**src/rtl/spi_eng_pkg.sv**
```systemverilog
package spi_eng_pkg;

  typedef enum logic [1:0] {
    ENG_IDLE  = 2'd0,
    ENG_SHIFT = 2'd1,
    ENG_TAIL  = 2'd2
  } eng_state_e;

  // Divider field to half-period length; zero stands for the wrapped full range
  function automatic int unsigned half_cycles(input int unsigned field, input int unsigned field_w);
    return (field == 0) ? (32'd1 << field_w) : field;
  endfunction

  // Width field holds count minus one
  function automatic int unsigned word_bits(input int unsigned field);
    return field + 1;
  endfunction

  // Position in the word of the j-th bit on the wire
  function automatic int unsigned bit_slot(input int unsigned j, input int unsigned len,
                                           input logic msb_first);
    return msb_first ? (len - 1 - j) : j;
  endfunction

endpackage

```
**src/rtl/spi_baud_tick.sv**
```systemverilog
module spi_baud_tick #(
  parameter int CNT_W = 16
) (
  input  logic             clk,
  input  logic             rst_n,
  input  logic             run,
  input  logic [CNT_W-1:0] reload,
  output logic             tick
);
  logic [CNT_W-1:0] cnt_q;

  assign tick = run && (cnt_q == '0);

  always_ff @(posedge clk or negedge rst_n) begin
    if (!rst_n)                    cnt_q <= '0;
    else if (!run || cnt_q == '0)  cnt_q <= reload;
    else                           cnt_q <= cnt_q - 1'b1;
  end

  AST_CNT_RANGE: assert property (@(posedge clk) disable iff (!rst_n)
    (run && $past(run)) |-> (cnt_q <= reload));

endmodule

```
**src/rtl/spi_shift_path.sv**
```systemverilog
module spi_shift_path
  import spi_eng_pkg::*;
#(
  parameter int MAX_W  = 16,
  parameter int LEN_W  = 5,
  parameter int EDGE_W = 6,
  localparam int SLOT_W = $clog2(MAX_W)
) (
  input  logic              clk,
  input  logic              rst_n,
  input  logic              load,
  input  logic [MAX_W-1:0]  load_word,
  input  logic [LEN_W-1:0]  cur_len,
  input  logic              cur_cpha,
  input  logic              cur_msb,
  input  logic              cur_loop,
  input  logic              step,
  input  logic [EDGE_W-1:0] edge_num,
  input  logic              clear_out,
  input  logic              miso,
  output logic              mosi,
  output logic [MAX_W-1:0]  rx_word,
  output logic              drive_evt,
  output logic              sample_evt
);
  logic [MAX_W-1:0]  tx_q, rx_q;
  logic              mosi_q, rx_in, odd_edge;
  logic [EDGE_W-1:0] half_idx, samp_idx;
  logic [SLOT_W-1:0] drive_slot, samp_slot, first_slot;

  assign odd_edge = edge_num[0];
  assign half_idx = edge_num >> 1;
  assign samp_idx = cur_cpha ? half_idx - 1'b1 : half_idx;

  assign drive_evt  = step && (cur_cpha ? odd_edge
                                        : (!odd_edge && (32'(half_idx) < 32'(cur_len))));
  assign sample_evt = step && (cur_cpha ? !odd_edge : odd_edge);

  assign drive_slot = SLOT_W'(bit_slot(32'(half_idx), 32'(cur_len), cur_msb));
  assign samp_slot  = SLOT_W'(bit_slot(32'(samp_idx), 32'(cur_len), cur_msb));
  assign first_slot = SLOT_W'(bit_slot(0, 32'(cur_len), cur_msb));

  assign rx_in   = cur_loop ? mosi_q : miso;
  assign mosi    = mosi_q;
  assign rx_word = rx_q;

  always_ff @(posedge clk or negedge rst_n) begin
    if (!rst_n) begin
      tx_q   <= '0;
      rx_q   <= '0;
      mosi_q <= 1'b0;
    end else if (load) begin
      tx_q   <= load_word;
      rx_q   <= '0;
      mosi_q <= cur_cpha ? 1'b0 : load_word[first_slot];
    end else if (clear_out) begin
      mosi_q <= 1'b0;
    end else begin
      if (drive_evt)  mosi_q <= tx_q[drive_slot];
      if (sample_evt) rx_q[samp_slot] <= rx_in;
    end
  end

  AST_MOSI_HOLDS: assert property (@(posedge clk) disable iff (!rst_n)
    (!load && !clear_out && !drive_evt) |=> $stable(mosi));

endmodule

```
**src/rtl/spi_shift_engine.sv**
```systemverilog
module spi_shift_engine
  import spi_eng_pkg::*;
#(
  parameter int DIV_W = 16,
  parameter int MAX_W = 16,
  localparam int WID_W  = $clog2(MAX_W),
  localparam int LEN_W  = $clog2(MAX_W + 1),
  localparam int EDGE_W = $clog2(2 * MAX_W + 1)
) (
  input  logic             clk,
  input  logic             rst_n,
  input  logic [DIV_W-1:0] cfg_div,
  input  logic [WID_W-1:0] cfg_width,
  input  logic             cfg_cpol,
  input  logic             cfg_cpha,
  input  logic             cfg_msb_first,
  input  logic             cfg_loop,
  input  logic [MAX_W-1:0] tx_data,
  input  logic             tx_valid,
  output logic             tx_ready,
  output logic [MAX_W-1:0] rx_data,
  output logic             rx_valid,
  output logic             shift_empty,
  output logic             sclk,
  output logic             mosi,
  input  logic             miso
);
  eng_state_e        state_q;
  logic [DIV_W-1:0]  div_q;
  logic [WID_W-1:0]  width_q;
  logic              cpol_q, cpha_q, msb_q, loop_q;
  logic              sclk_q, rx_valid_q;
  logic [EDGE_W-1:0] edge_cnt_q;

  logic              idle, shifting, accept, tick, last_edge;
  logic              drive_evt, sample_evt;
  logic [DIV_W-1:0]  div_sel, reload;
  logic [LEN_W-1:0]  cur_len;
  logic [EDGE_W-1:0] edge_num, total_edges;
  logic              cur_cpha, cur_msb, cur_loop;

  assign idle     = (state_q == ENG_IDLE);
  assign shifting = (state_q == ENG_SHIFT);
  assign accept   = idle && tx_valid;

  // Live configuration while idle, captured copy once a word is in flight
  assign div_sel  = idle ? cfg_div : div_q;
  assign cur_len  = LEN_W'(word_bits(32'(idle ? cfg_width : width_q)));
  assign cur_cpha = idle ? cfg_cpha : cpha_q;
  assign cur_msb  = idle ? cfg_msb_first : msb_q;
  assign cur_loop = idle ? cfg_loop : loop_q;
  assign reload   = DIV_W'(half_cycles(32'(div_sel), DIV_W) - 1);

  assign edge_num    = edge_cnt_q + 1'b1;
  assign total_edges = EDGE_W'(cur_len) << 1;
  assign last_edge   = shifting && tick && (edge_num == total_edges);

  spi_baud_tick #(.CNT_W(DIV_W)) u_baud (
    .clk    (clk),
    .rst_n  (rst_n),
    .run    (shifting),
    .reload (reload),
    .tick   (tick)
  );

  spi_shift_path #(.MAX_W(MAX_W), .LEN_W(LEN_W), .EDGE_W(EDGE_W)) u_path (
    .clk        (clk),
    .rst_n      (rst_n),
    .load       (accept),
    .load_word  (tx_data),
    .cur_len    (cur_len),
    .cur_cpha   (cur_cpha),
    .cur_msb    (cur_msb),
    .cur_loop   (cur_loop),
    .step       (shifting && tick),
    .edge_num   (edge_num),
    .clear_out  (state_q == ENG_TAIL),
    .miso       (miso),
    .mosi       (mosi),
    .rx_word    (rx_data),
    .drive_evt  (drive_evt),
    .sample_evt (sample_evt)
  );

  always_ff @(posedge clk or negedge rst_n) begin
    if (!rst_n) begin
      state_q    <= ENG_IDLE;
      div_q      <= '0;
      width_q    <= '0;
      cpol_q     <= 1'b0;
      cpha_q     <= 1'b0;
      msb_q      <= 1'b0;
      loop_q     <= 1'b0;
      sclk_q     <= 1'b0;
      rx_valid_q <= 1'b0;
      edge_cnt_q <= '0;
    end else begin
      rx_valid_q <= 1'b0;
      unique case (state_q)
        ENG_IDLE: begin
          sclk_q <= cfg_cpol;
          if (accept) begin
            div_q      <= cfg_div;
            width_q    <= cfg_width;
            cpol_q     <= cfg_cpol;
            cpha_q     <= cfg_cpha;
            msb_q      <= cfg_msb_first;
            loop_q     <= cfg_loop;
            edge_cnt_q <= '0;
            state_q    <= ENG_SHIFT;
          end
        end
        ENG_SHIFT: begin
          if (tick) begin
            sclk_q     <= ~sclk_q;
            edge_cnt_q <= edge_num;
            if (last_edge) state_q <= ENG_TAIL;
          end
        end
        ENG_TAIL: begin
          sclk_q     <= cfg_cpol;
          rx_valid_q <= 1'b1;
          state_q    <= ENG_IDLE;
        end
        default: state_q <= ENG_IDLE;
      endcase
    end
  end

  assign sclk        = sclk_q;
  assign tx_ready    = idle;
  assign shift_empty = idle;
  assign rx_valid    = rx_valid_q;

  AST_IDLE_MOSI: assert property (@(posedge clk) disable iff (!rst_n)
    tx_ready |-> !mosi);
  AST_TICK_TOGGLE: assert property (@(posedge clk) disable iff (!rst_n)
    (shifting && tick) |=> (sclk != $past(sclk)));
  AST_HOLD_NO_TICK: assert property (@(posedge clk) disable iff (!rst_n)
    (shifting && !tick) |=> $stable(sclk));
  AST_LAST_LEVEL: assert property (@(posedge clk) disable iff (!rst_n)
    last_edge |=> (sclk == cpol_q));
  AST_EMPTY_LATENCY: assert property (@(posedge clk) disable iff (!rst_n)
    last_edge |=> ##1 (shift_empty && rx_valid));
  AST_RX_UPPER_ZERO: assert property (@(posedge clk) disable iff (!rst_n)
    rx_valid |-> ((rx_data >> word_bits(32'(width_q))) == '0));
  AST_NO_DUAL_EVT: assert property (@(posedge clk) disable iff (!rst_n)
    !(drive_evt && sample_evt));

endmodule

```
**config.mk**
```make
export PLATFORM = sky130hd
export DESIGN_NAME = spi_shift_engine
export DESIGN_NICKNAME = d
export VERILOG_FILES = /design/src/rtl/spi_eng_pkg.sv /design/src/rtl/spi_baud_tick.sv /design/src/rtl/spi_shift_path.sv /design/src/rtl/spi_shift_engine.sv
export SDC_FILE = /design/constraint.sdc
export NUM_CORES = 1
export LEC_CHECK = 0
export ABC_AREA = 1
export BUFFER_PORTS_ARGS = -buffer_cell sky130_fd_sc_hd__buf_2
export CORE_MARGIN = 4
export CORE_UTILIZATION = 60
export CTS_BUF_LIST = sky130_fd_sc_hd__clkbuf_4 sky130_fd_sc_hd__clkbuf_8 sky130_fd_sc_hd__clkbuf_16
export DETAILED_ROUTE_END_ITERATION = 10
export PLACE_DENSITY = 0.82
export REMOVE_ABC_BUFFERS = 1
export SLEW_MARGIN = 5
export SYNTH_ARGS = -nofsm -noshare
export SYNTH_HDL_FRONTEND = slang
export SYNTH_SLANG_ARGS = --single-unit
```
**constraint.sdc**
```tcl
create_clock -name clk -period 5.8 [get_ports clk]
set_input_delay 0.29 -clock clk [delete_from_list [all_inputs] [get_ports clk]]
set_output_delay 0.29 -clock clk [all_outputs]
set_load 0.005 [all_outputs]
```
Word level (Yosys, flattened, before mapping)

Index checks and enable logic that the tools add are counted.

Order comparisons: 5
Add/sub/neg operators: 8
Bitwise logic cells: 1
Mux-type cells: 38
Reduce and logical (&&, ||, !) cells: 24
Equality and inequality tests: 7

Operator list:

| cell                                                                                 | number |
|---|---|
| 16-bit two-way mux                                                                   | 6 |
| 16-bit logical NOT                                                                   | 2 |
| 16-bit by 1-bit subtractor with 16-bit output (second input constant)                | 2 |
| 4-bit two-way mux                                                                    | 5 |
| 16-bit bitwise mux                                                                   | 1 |
| 4-bit by 5-bit < comparator with 1-bit output (second input constant)                | 3 |
| 1-bit two-way mux                                                                    | 15 |
| 6-bit two-way mux                                                                    | 2 |
| 6-bit case mux with 2 select lines                                                   | 1 |
| 1-bit binary-select mux with 4-bit select                                            | 2 |
| 1-bit logical AND                                                                    | 8 |
| 4-bit by 1-bit subtractor with 4-bit output (second input constant)                  | 2 |
| 4-bit subtractor                                                                     | 2 |
| 6-bit by 1-bit adder with 6-bit output (second input constant)                       | 1 |
| 6-bit equality test                                                                  | 1 |
| 2-bit two-way mux                                                                    | 3 |
| 2-bit by 1-bit != test with 1-bit output (second input constant)                     | 3 |
| 2-bit AND reduction                                                                  | 3 |
| 3-bit AND reduction                                                                  | 2 |
| 2-bit nonzero test                                                                   | 3 |
| 4-bit by 1-bit adder with 5-bit output (second input constant)                       | 1 |
| 5-bit < comparator                                                                   | 1 |
| 1-bit demux with 4-bit select                                                        | 1 |
| 4-bit by 1-bit greater-or-equal comparator with 1-bit output (second input constant) | 1 |
| other kinds (11)                                                                     | 12 |

Output and inout bits: 21
Flip-flop bits (word level): 82

Longest topological paths before layout

Gate-level depths: netlist (run 1).

Word-level depth: 14
Depth in mapped cells: 20

Hierarchy

Synthesis (run 1) repeated with hierarchy kept, for this count alone.

Cell total of the unflattened synthesis: 873
Area total of the unflattened synthesis: 6063.3 um^2

By module, submodules not included:

| module           | area each (um^2) | cells an instance | instances |
|---|---|---|---|
| spi_shift_path   | 2620.0           | 391               | 1 |
| spi_shift_engine | 2332.2           | 324               | 1 |
| spi_baud_tick    | 1111.1           | 158               | 1 |

Least setup slack after synthesis (run 1)

Ideal clock, no wire load.

Path kind: flip-flop to flip-flop
From: register edge_cnt_q[0]
To: register u_path.rx_q[12], in the netlist u_path.rx_word[12]
Slack: 2774 ps
Clock period less this slack: 3026 ps
Cell stages (with the launch flop): 17
Arrival time: 2910 ps
Setup time: 117 ps
Path through: dfrtp_1 -> ha_1 -> xor2_1 -> inv_1 -> ha_1 -> nand2_1 -> o21ai_1 -> ha_1 -> a31oi_1 -> inv_1 -> nand2_2 -> nand4_4 -> nand2_4 -> buf_6 -> nor2_8 -> nand3_1 -> nand2_1

Longest elaborated chain between the ends: 13
Elaborated cells on any way between the ends: 19
Those cells by class: add/sub (3); order compare (2); mux (9); reduce/logical (5)

RTL lines:

| what                                                                                                                                                | RTL line                | text |
|---|---|---|
| from (decl)                                                                                                                                         | spi_shift_engine.sv:33  | `logic [EDGE_W-1:0] edge_cnt_q;` |
| from (signal assigned)                                                                                                                              | spi_shift_engine.sv:116 | `edge_cnt_q <= edge_num;` |
| 6-bit by 1-bit adder with 6-bit output (*)                                                                                                          | spi_shift_engine.sv:54  | `assign edge_num = edge_cnt_q + 1'b1;` |
| 4-bit by 1-bit subtractor with 4-bit output                                                                                                         | spi_shift_path.sv:33    | `assign samp_idx = cur_cpha ? half_idx - 1'b1 : half_idx;` |
| 4-bit two-way mux                                                                                                                                   | spi_shift_path.sv:33    |  |
| 4-bit subtractor                                                                                                                                    | spi_eng_pkg.sv:22       | `return msb_first ? (len - 1 - j) : j;` |
| 4-bit two-way mux                                                                                                                                   | spi_eng_pkg.sv:22       |  |
| 4-bit by 5-bit < comparator with 1-bit output (not written as such) or 4-bit by 1-bit greater-or-equal comparator with 1-bit output (tied branches) | spi_shift_path.sv:60    | `if (sample_evt) rx_q[samp_slot] <= rx_in;` |
| 1-bit logical AND (not written as such)                                                                                                             | spi_shift_path.sv:60    |  |
| 1-bit two-way mux (not written as such)                                                                                                             | spi_shift_path.sv:60    |  |
| 1-bit demux with 4-bit select                                                                                                                       | --                      |  |
| 16-bit bitwise mux                                                                                                                                  | spi_shift_path.sv:60    |  |
| 16-bit two-way mux                                                                                                                                  | spi_shift_path.sv:60    |  |
| 16-bit two-way mux                                                                                                                                  | spi_shift_path.sv:56    | `end else if (clear_out) begin` |
| 16-bit two-way mux                                                                                                                                  | spi_shift_path.sv:52    | `end else if (load) begin` |
| to (signal, indexed assignment)                                                                                                                     | spi_shift_path.sv:60    |  |
| to (decl)                                                                                                                                           | spi_shift_path.sv:26    | `logic [MAX_W-1:0] tx_q, rx_q;` |

Every way passes the cells marked *; elsewhere a longest branch is shown, timed or not. The select of a mux whose other input is x is not followed.
A chain may end at the register's enable or synchronous reset.

Final worst setup path (run 1)

Ends and elaborated chain as after synthesis.

==> results.json, run 1 <==
{
  "timing.final.crit_share_pct": 66.6,
  "crit_path_top_delay_cell": "o21ai_2",
  "hold_viol_final": 0,
  "worstPathRequired_ns": 6.09,
  "max_freq_ghz": 0.259,
  "hp-class": "in2async",
  "cts_setup_buffers": 0,
  "critPathKind": "reg2reg",
  "gr-total-overflow": 0,
  "layout_commonest_cell": "nand2_1",
  "hold_buffers": 0,
  "fin_util_pct": 67.7,
  "skew_ns": 0.0105,
  "grt_usage_pct": 25.6,
  "status": "completed",
  "netlist_area_mm2": 0.00530,
  "rsz0062_at_grt": "no",
  "cts_sinks": 82,
  "via_per_inst": 5.50,
  "max_slew_margin_pct": 26.7,
  "drc": 0,
  "seqCellArea_mm2": 0.00205,
  "wl_per_cell_um": 13.8,
  "fillerInstances": 735,
  "syn-instance-count": 738,
  "diodes": 0,
  "worst_path_most_repeated_cell": "nand2_1",
  "crit_chain": "ha_1 > xor2_1 > inv_1 > ha_1 > nand2_1 > o21ai_1 > fa_1 > xor2_1 > o21ai_2 > inv_2 > nand4_1 > nand2_1 > nand2_1 > nand2_1 > nand2_1",
  "die_w_um": 102,
  "rows": 34,
  "num_vias": 4961,
  "grt_pass1_wl_um": 21400,
  "dr.pass1.iters": 6,
  "die_area_mm2": 0.0104,
  "cts_made_buffers": 9,
  "grt_pass1_vias": 4773,
  "seq_area_frac_synth_pct": 38.7,
  "io_buffers": 64,
  "clock_tree.root_cell": "clkbuf_8",
  "clk_pin_slew_worst_paths_ns": 0.09,
  "grt_max_degree": 86,
  "setup-tns-final_ns": 0,
  "setup_violations": 0,
  "cp-start-kind": "register",
  "ys_warn_count": 0,
  "most-common-layout-cells": "nand2_1 (260), inv_1 (84), dfrtp_1 (82)",
  "crit_arrival_ns": 4.16,
  "gp_congestion": 0.909,
  "irDropWorstVdd_v": 0.000144,
  "crit_path_end_kind": "register",
  "drtIter0Drc": 272,
  "p_leak_nw": 3.14,
  "cts_tree": "yes",
  "fin_nets": 849,
  "coreArea_mm2": 0.00864,
  "wl_um": 12400,
  "crit_family": "adder cells",
  "finalMaxSlewViolations": 0,
  "dpl.hpwl_um": 8790,
  "worst_pin_slew_ns": 1.09,
  "syn_to_final_growth_pct": 10.4,
  "htreeDepth": 3,
  "p_per_area_mw_per_mm2": 185,
  "cp_num_buf_inv": 2,
  "cts_buffer_depth": 2,
  "clk_latency_ns": 0.36,
  "cap_violations": 0,
  "synthDistinctLibCells": 37,
  "ioPinCount": 65,
  "multiInputGateArea_mm2": 0.00276,
  "drive_gt1_share_pct": 15.1,
  "avgSynthCellArea_um2": 7.18,
  "worst_path_largest_cell_delay_ns": 0.57,
  "final_antenna_net_count": 0,
  "period_needed_ns": 3.86,
  "antenna_found_initial": 0,
  "fp.dieH_um": 102,
  "initial_core_util_pct": 61.3,
  "ys_seq_elements": 82,
  "post_cts_resize_count": 0,
  "cp_max_fo": 14
}
sequential cells by signal, indices dropped and copies added, names as in the netlist:
name,flops
cpha_q,1
div_q,16
edge_cnt_q,6
loop_q,1
msb_q,1
rx_valid,1
sclk,1
state_q,2
u_baud.cnt_q,16
u_path.mosi,1
u_path.rx_word,16
u_path.tx_q,16
width_q,4
worst register-to-register path, delay by kind of cell, from the launching register on:
family,cells,cell delay [ns]
adder cells (fa/ha/maj),3,1.03
AO/OA/AOI/OAI,2,0.71
XOR/XNOR,2,0.61
AND/OR/NAND/NOR,6,0.55
buffers and inverters,2,0.48
flip-flops,1,0.43
per-stage QoR:
stage	std cells	setup slack (ns)	hold WS [ns]	cell area [um^2]	power, mW
global route	902	1.64	0.141	5850	1.11
global placement	886	2.20	0.451	5620	0.618
finish	902	1.94	0.0570	5850	1.08
floorplan	712	1.86	-0.00559	5150	0.590
CTS	902	1.96	0.127	5850	1.09
detailed placement	886	2.01	0.456	5620	0.619
per-layer routing:
| layer | part of all wire [%] | global-route usage [%] | routed length, um |
|---|---|---|---|
| met1 | 43 | 32.6 | 5390 |
| met2 | 50 | 44.4 | 6210 |
| met3 | 4.5 | 3.28 | 560 |
| met4 | 2.3 | 9.99 | 280 |
| met5 | 0 | 0 | 0 |
synthesized netlist by cell type (all sizes together):
cell	number	area [um^2]
a31oi	4	25.0
and2	1	6.26
nand3b	2	15.0
clkbuf	8	30.0
xor2	14	130
buf	18	120
ha	14	175
a21oi	6	30.0
xnor2	5	43.8
dfrtp	82	2050
o22ai	1	6.26
nand2	271	1060
o31ai	1	7.51
nor2	44	215
nand4	26	178
inv	91	342
fa	2	40.0
o21a	1	7.51
nor3	4	25.0
o21ai	78	413
nand3	54	290
o211ai	11	82.6
report_power, final:
part | leakage, nW | switching (mW) | internal (mW)
clock | 0.117 | 0.222 | 0.255
sequential | 1.06 | 0 | 0.571
combinational | 1.97 | 0.0223 | 0.0130
total | 3.14 | 0.244 | 0.839
cell families (layout without fill, tap and decap cells):
kind of cell               after synthesis  count (layout)  share of synthesized area (%)
xor gates and xnor gates                19              19                           3.28
and+or+nand+nor                        402             402                           33.8
buffers and inverters                  117             173                           9.28
DFF                                     82              82                           38.7
AOI/OAI and AO/OA                      102             102                           10.8
adders and majority gates               16              16                           4.06
final cells by class:
| cell class | count | share of cell area (%) |
|---|---|---|
| inverter | 91 | 5.84 |
| tap | 108 | 2.31 |
| timing repair buffer | 66 | 5.78 |
| sequential | 82 | 35.1 |
| clock inverter | 6 | 1.50 |
| clock buffer | 10 | 2.35 |
| multi-input combinational | 539 | 47.1 |
final timing paths:
kind / slack, ns / depth (start not counted) / endpoint / start
setup reg to reg: 1.94 / 15 / u_path.rx_word[12] / edge_cnt_q[0]
hold reg to reg: 0.47 / 2 / u_path.rx_word[3] / u_path.rx_word[3]
max in group asynchronous: 5.00 / 1 / edge_cnt_q[2] / rst_n
hold / removal: 0.06 / 1 / u_path.rx_word[6] / rst_n
setup / recovery: 1.94 / 15 / u_path.rx_word[12] / edge_cnt_q[0]
min in group clk: 0.14 / 3 / u_path.tx_q[12] / tx_data[12]
Note: power is estimated with default switching activity, not from simulation.
==> run 2: changes to the inputs <==
--- a/config.mk
+++ b/config.mk
@@ -8,10 +8,10 @@
 export ABC_AREA = 1
 export BUFFER_PORTS_ARGS = -buffer_cell sky130_fd_sc_hd__buf_2
 export CORE_MARGIN = 4
-export CORE_UTILIZATION = 60
+export CORE_UTILIZATION = 59
 export CTS_BUF_LIST = sky130_fd_sc_hd__clkbuf_4 sky130_fd_sc_hd__clkbuf_8 sky130_fd_sc_hd__clkbuf_16
 export DETAILED_ROUTE_END_ITERATION = 10
-export PLACE_DENSITY = 0.82
+export PLACE_DENSITY = 0.81
 export REMOVE_ABC_BUFFERS = 1
 export SLEW_MARGIN = 5
 export SYNTH_ARGS = -nofsm -noshare
==> constraint.sdc (replaced) <==
create_clock -name clk -period 3.9 [get_ports clk]
set_input_delay 0.195 -clock clk [delete_from_list [all_inputs] [get_ports clk]]
set_output_delay 0.195 -clock clk [all_outputs]
set_load 0.005 [all_outputs]
==> run 2 against run 1 <==
Net effect:
- the run now ends with hold timing left
- fmax increased by 13%
- clock skew increased by 0.00089 ns
- largest cell class unchanged
- critical path type unchanged
- design area increased by 0.15%
==> results.json, run 2 (synthesis results as in run 1) <==
{
  "status": "finished, violations left",
  "violations": "hold timing",
  "most-common-layout-cells": "nand2_1 (260), inv_1 (84), dfrtp_1 (82)",
  "stdcell_count": 906,
  "crit_family": "simple AND/OR/NAND/NOR gates",
  "p_leak_nw": 3.15,
  "fin_util_pct": 67.1,
  "skew_ns": 0.0114,
  "critPathKind": "reg2reg",
  "max_slew_margin_pct": 24.7,
  "timing.hold.ws_ns": -0.00770,
  "setup_slack_ns": 0.479,
  "fp.dieH_um": 103,
  "finalMaxSlewViolations": 0,
  "worst_path_largest_cell_delay_ns": 0.43,
  "period_needed_ns": 3.42,
  "crit_path_end_kind": "register",
  "gr-total-overflow": 0,
  "fillerInstances": 772,
  "hp-class": "in2async",
  "cts_sinks": 82,
  "drive_gt1_share_pct": 15.5,
  "design_area_mm2": 0.00586,
  "drtIter0Drc": 240,
  "worstPathRequired_ns": 4.16,
  "cts_setup_buffers": 0,
  "via_per_inst": 5.49,
  "io_buffers": 64,
  "antenna_found_initial": 0,
  "syn_to_final_growth_pct": 10.6,
  "clk_latency_ns": 0.37,
  "setup_violations": 0,
  "grt_pass1_wl_um": 20900,
  "pre_cts_ws_ns": 0.511,
  "worst_path_most_repeated_cell": "nand2_1",
  "fin_nets": 853,
  "crit_chain": "ha_1 > xor2_1 > buf_4 > inv_1 > ha_1 > nand2_1 > xnor2_1 > ha_1 > nand2_1 > nand2_1 > a31oi_1 > inv_1 > nand2_2 > nand4_4 > nand2_4 > nand3_1 > nand2_1 > nand2_1 > nand2_1 > nand2_1",
  "met1_length_um": 5190,
  "cts_made_buffers": 9,
  "num_vias": 4973,
  "dpl.cell_count": 890,
  "max_freq_ghz": 0.292,
  "hold_viol_final": 8,
  "timing.final.crit_share_pct": 87.7,
  "grt_usage_pct": 24.8,
  "ioPinCount": 65,
  "grt_pass1_vias": 4737,
  "die_area_mm2": 0.0106,
  "cts_tree": "yes",
  "placed_area_mm2": 0.00565,
  "drc": 0,
  "grt_max_degree": 83,
  "crit_arrival_ns": 3.68,
  "coreArea_mm2": 0.00872,
  "cp_max_fo": 18,
  "p_per_area_mw_per_mm2": 266,
  "dpl.hpwl_um": 9070,
  "initial_core_util_pct": 60.7,
  "met2_length_um": 6410,
  "post_cts_resize_count": 0,
  "cts_buffer_depth": 2,
  "worst_pin_slew_ns": 1.12,
  "cap_violations": 0,
  "cp-start-kind": "register",
  "htreeDepth": 3,
  "die_w_um": 103,
  "clk_pin_slew_worst_paths_ns": 0.09,
  "top_layer_used": "met4",
  "layout_commonest_cell": "nand2_1",
  "crit_path_top_delay_cell": "dfrtp_1",
  "hold_buffers": 0,
  "rows": 34,
  "cp_num_buf_inv": 3,
  "setup-tns-final_ns": 0,
  "wl_per_cell_um": 13.9,
  "diodes": 0,
  "final_antenna_net_count": 0,
  "dr.pass1.iters": 5,
  "finalPower_mw": 1.56,
  "irDropWorstVdd_v": 0.000251,
  "rsz0062_at_grt": "no",
  "clock_tree.root_cell": "clkbuf_8",
  "wl_met3_um": 681,
  "wl_um": 12600,
  "gp_congestion": 0.886
}
run 2: changes by cell type in the layout (fill, tap and decap cells not counted), sizes merged:
cell / previous run / this run
buf: 66 / 70
clkinvlp: 0 / 1
inv: 92 / 93
clkinv: 3 / 2
bufinv: 2 / 1
run 2: path summary, 6_finish.rpt:
path                                   start                 to  slack, ns  cells after the start
setup / recovery               edge_cnt_q[0]  u_path.rx_word[2]       0.48                     20
hold / removal                         rst_n  u_path.rx_word[7]     -0.008                      1
setup reg to reg               edge_cnt_q[0]  u_path.rx_word[2]       0.48                     20
hold reg to reg            u_path.rx_word[9]  u_path.rx_word[9]       0.47                      2
max in group asynchronous              rst_n  u_path.rx_word[0]       3.21                      1
min in group clk                 tx_data[13]    u_path.tx_q[13]       0.04                      3
run 2: power by group:
part / internal [mW] / switching [mW]
Sequential: 0.849 / 0
Clock: 0.310 / 0.347
Combinational: 0.0194 / 0.0332
Total: 1.18 / 0.380
run 2: final cells by class:
type | instances | area, um^2 | share of cell area [%]
Inverter | 91 | 342 | 5.83
Timing Repair Buffer | 70 | 368 | 6.28
Tap cell | 108 | 135 | 2.31
Clock inverter | 6 | 72.6 | 1.24
Sequential cell | 82 | 2050 | 35.0
Clock buffer | 10 | 131 | 2.24
Multi-Input combinational cell | 539 | 2760 | 47.1
run 2: per-layer routing:
layer / track usage (%) / up-vias
met5: 0 / -
met4: 9.66 / 0
met3: 5.21 / 30
met2: 44.2 / 156
met1: 29.2 / 2315
li1: - / 2472
==> run 3: changes to the inputs <==
--- a/config.mk
+++ b/config.mk
@@ -12,6 +12,7 @@
 export CTS_BUF_LIST = sky130_fd_sc_hd__clkbuf_4 sky130_fd_sc_hd__clkbuf_8 sky130_fd_sc_hd__clkbuf_16
 export DETAILED_ROUTE_END_ITERATION = 10
 export PLACE_DENSITY = 0.81
+export RECOVER_POWER = 25
 export REMOVE_ABC_BUFFERS = 1
 export SLEW_MARGIN = 5
 export SYNTH_ARGS = -nofsm -noshare
==> constraint.sdc (replaced) <==
create_clock -name clk -period 3.3 [get_ports clk]
set_input_delay 0.165 -clock clk [delete_from_list [all_inputs] [get_ports clk]]
set_output_delay 0.165 -clock clk [all_outputs]
set_load 0.005 [all_outputs]
==> run 3 against run 2 <==
Net effect:
- the flow finishes with violations (capacitance limit, slew limit)
- count of clock-buffer cells in the layout up 3
- fmax is 10% higher
- register-to-register slack worse by 0.28 ns
- critical endpoint is now u_path.rx_word[11]
- highest routed layer unchanged
==> results.json, run 3 (synthesis results as in run 1) <==
{
  "status": "finished, violations left",
  "violations": "capacitance limit, slew limit",
  "finalMaxSlewViolations": 83,
  "cts_made_buffers": 9,
  "irDropWorstVdd_v": 0.000247,
  "fin_util_pct": 68.9,
  "stdcell_count": 916,
  "skew_ns": 0.0159,
  "critPathKind": "reg2reg",
  "seqPwrFrac_pct": 52.4,
  "swShare_pct": 21.3,
  "gr-total-overflow": 0,
  "drtIter0Drc": 297,
  "ioPinCount": 65,
  "fp.dieH_um": 103,
  "p_leak_nw": 3.22,
  "cap_violations": 1,
  "coreArea_mm2": 0.00872,
  "grt_pass1_wl_um": 20900,
  "cts_tree": "yes",
  "fillerInstances": 738,
  "power_frac_comb_pct": 3.3,
  "dr.pass1.iters": 7,
  "period_needed_ns": 3.10,
  "most-common-layout-cells": "nand2_1 (260), inv_1 (82), dfrtp_1 (82)",
  "cts_sinks": 82,
  "die_area_mm2": 0.0106,
  "grt_pass1_vias": 4699,
  "crit_arrival_ns": 3.40,
  "dpl.hpwl_um": 8940,
  "p_per_area_mw_per_mm2": 319,
  "layout_commonest_cell": "nand2_1",
  "multiInputGateArea_mm2": 0.00281,
  "clk_latency_ns": 0.36,
  "diodes": 0,
  "p_switching_mw": 0.408,
  "dpl.cell_count": 894,
  "timing.final.crit_share_pct": 93.9,
  "clk_pin_slew_worst_paths_ns": 0.09,
  "via_per_inst": 5.49,
  "gp_congestion": 0.908,
  "grt_usage_pct": 25.0,
  "power_frac_clock_pct": 44.3,
  "num_vias": 5031,
  "worstPathRequired_ns": 3.60,
  "io_buffers": 64,
  "grt_max_degree": 83,
  "htreeDepth": 3,
  "max_slew_margin_pct": -37.1,
  "wl_per_cell_um": 13.8,
  "seqCellArea_mm2": 0.00205,
  "final_antenna_net_count": 0,
  "clock_tree.root_cell": "clkbuf_8",
  "rows": 34,
  "intPower_mw": 1.51,
  "drc": 0,
  "cp_max_fo": 10,
  "crit_path_end_kind": "register",
  "worst_pin_slew_ns": 2.06,
  "die_w_um": 103,
  "max_freq_ghz": 0.323,
  "wl_um": 12600,
  "initial_core_util_pct": 60.7,
  "antenna_found_initial": 0,
  "setup_violations": 0,
  "drive_gt1_share_pct": 17.0,
  "fin_nets": 864,
  "cp-start-kind": "register",
  "syn_to_final_growth_pct": 13.4,
  "design_area_mm2": 0.00601,
  "cts_buffer_depth": 2,
  "placed_area_mm2": 0.00568,
  "hp-class": "in2reg",
  "hold_viol_final": 0
}
[run 3: critical path, cell delays in order (launching register included)]
cell,delay (ns)
dfrtp_1,0.43
ha_1,0.24
xor2_1,0.23
inv_2,0.10
ha_1,0.18
nand2_1,0.10
xnor2_2,0.09
ha_1,0.37
nand2_1,0.09
nand2_1,0.06
a31oi_2,0.20
inv_1,0.10
nand2_2,0.11
nand3_2,0.08
nand2_4,0.16
nand2_8,0.09
buf_4,0.16
nor2_8,0.10
nand3_1,0.08
nand2_1,0.08
[run 3: layer usage]
layer	global-route usage, %	vias up	wire, um
met5	0	-	0
met4	7.47	0	219
met3	4.87	32	691
met2	44.2	165	6420
met1	31.0	2346	5310
li1	-	2488	-
[run 3: worst paths after layout]
path	start	to	slack, ns	cells after the start
worst max-delay path	edge_cnt_q[0]	u_path.rx_word[11]	0.20	19
worst min-delay path	tx_data[2]	u_path.tx_q[2]	0.01	3
worst max register to register	edge_cnt_q[0]	u_path.rx_word[11]	0.20	19
worst min register to register	u_path.rx_word[9]	u_path.rx_word[9]	0.47	2
max in group asynchronous	rst_n	edge_cnt_q[0]	1.71	1
min in group asynchronous	rst_n	u_path.tx_q[15]	0.39	1
[run 3: cell type report]
class | count | area share (%)
multi-input cells | 540 | 46.7
flip-flops and latches | 82 | 34.2
repair buffers | 80 | 7.42
inverters | 91 | 5.69
clock buffers | 13 | 2.77
well taps | 108 | 2.25
clock inverters | 2 | 1.00
[run 3: timing repair]
| item | CTS | global route |
|---|---|---|
| gates resized for setup | 0 | 8 |
| buffers inserted | 0 | 4 |
| endpoints found under the hold margin | 2 | 0 |
| setup endpoints to repair | 0 | 17 |
| hold buffers | 2 | 0 |
[run 3: per-stage QoR]
stage               power (mW)  setup slack (ns)  hold slack (ns)  TNS [ns]
detailed placement        1.09            0.0876            0.384         0
finish                    1.92             0.200           0.0103         0
global route              1.99           -0.0331           0.0244   -0.0659
floorplan                 1.04            -0.638           -0.131    -10.10
CTS                       1.93            0.0603          0.00262         0
global placement          1.09             0.170            0.377         0
[run 3: power groups by stage]
stage | combinational (mW) | clock [mW] | sequential (mW)
3_3_place_gp | 0.0623 | 0 | 1.02
2_1_floorplan | 0.0121 | 0 | 1.02
3_5_place_dp | 0.0635 | 0 | 1.02
4_1_cts | 0.0655 | 0.862 | 1.00
5_1_grt | 0.0735 | 0.911 | 1.00
6_report | 0.0633 | 0.850 | 1.00
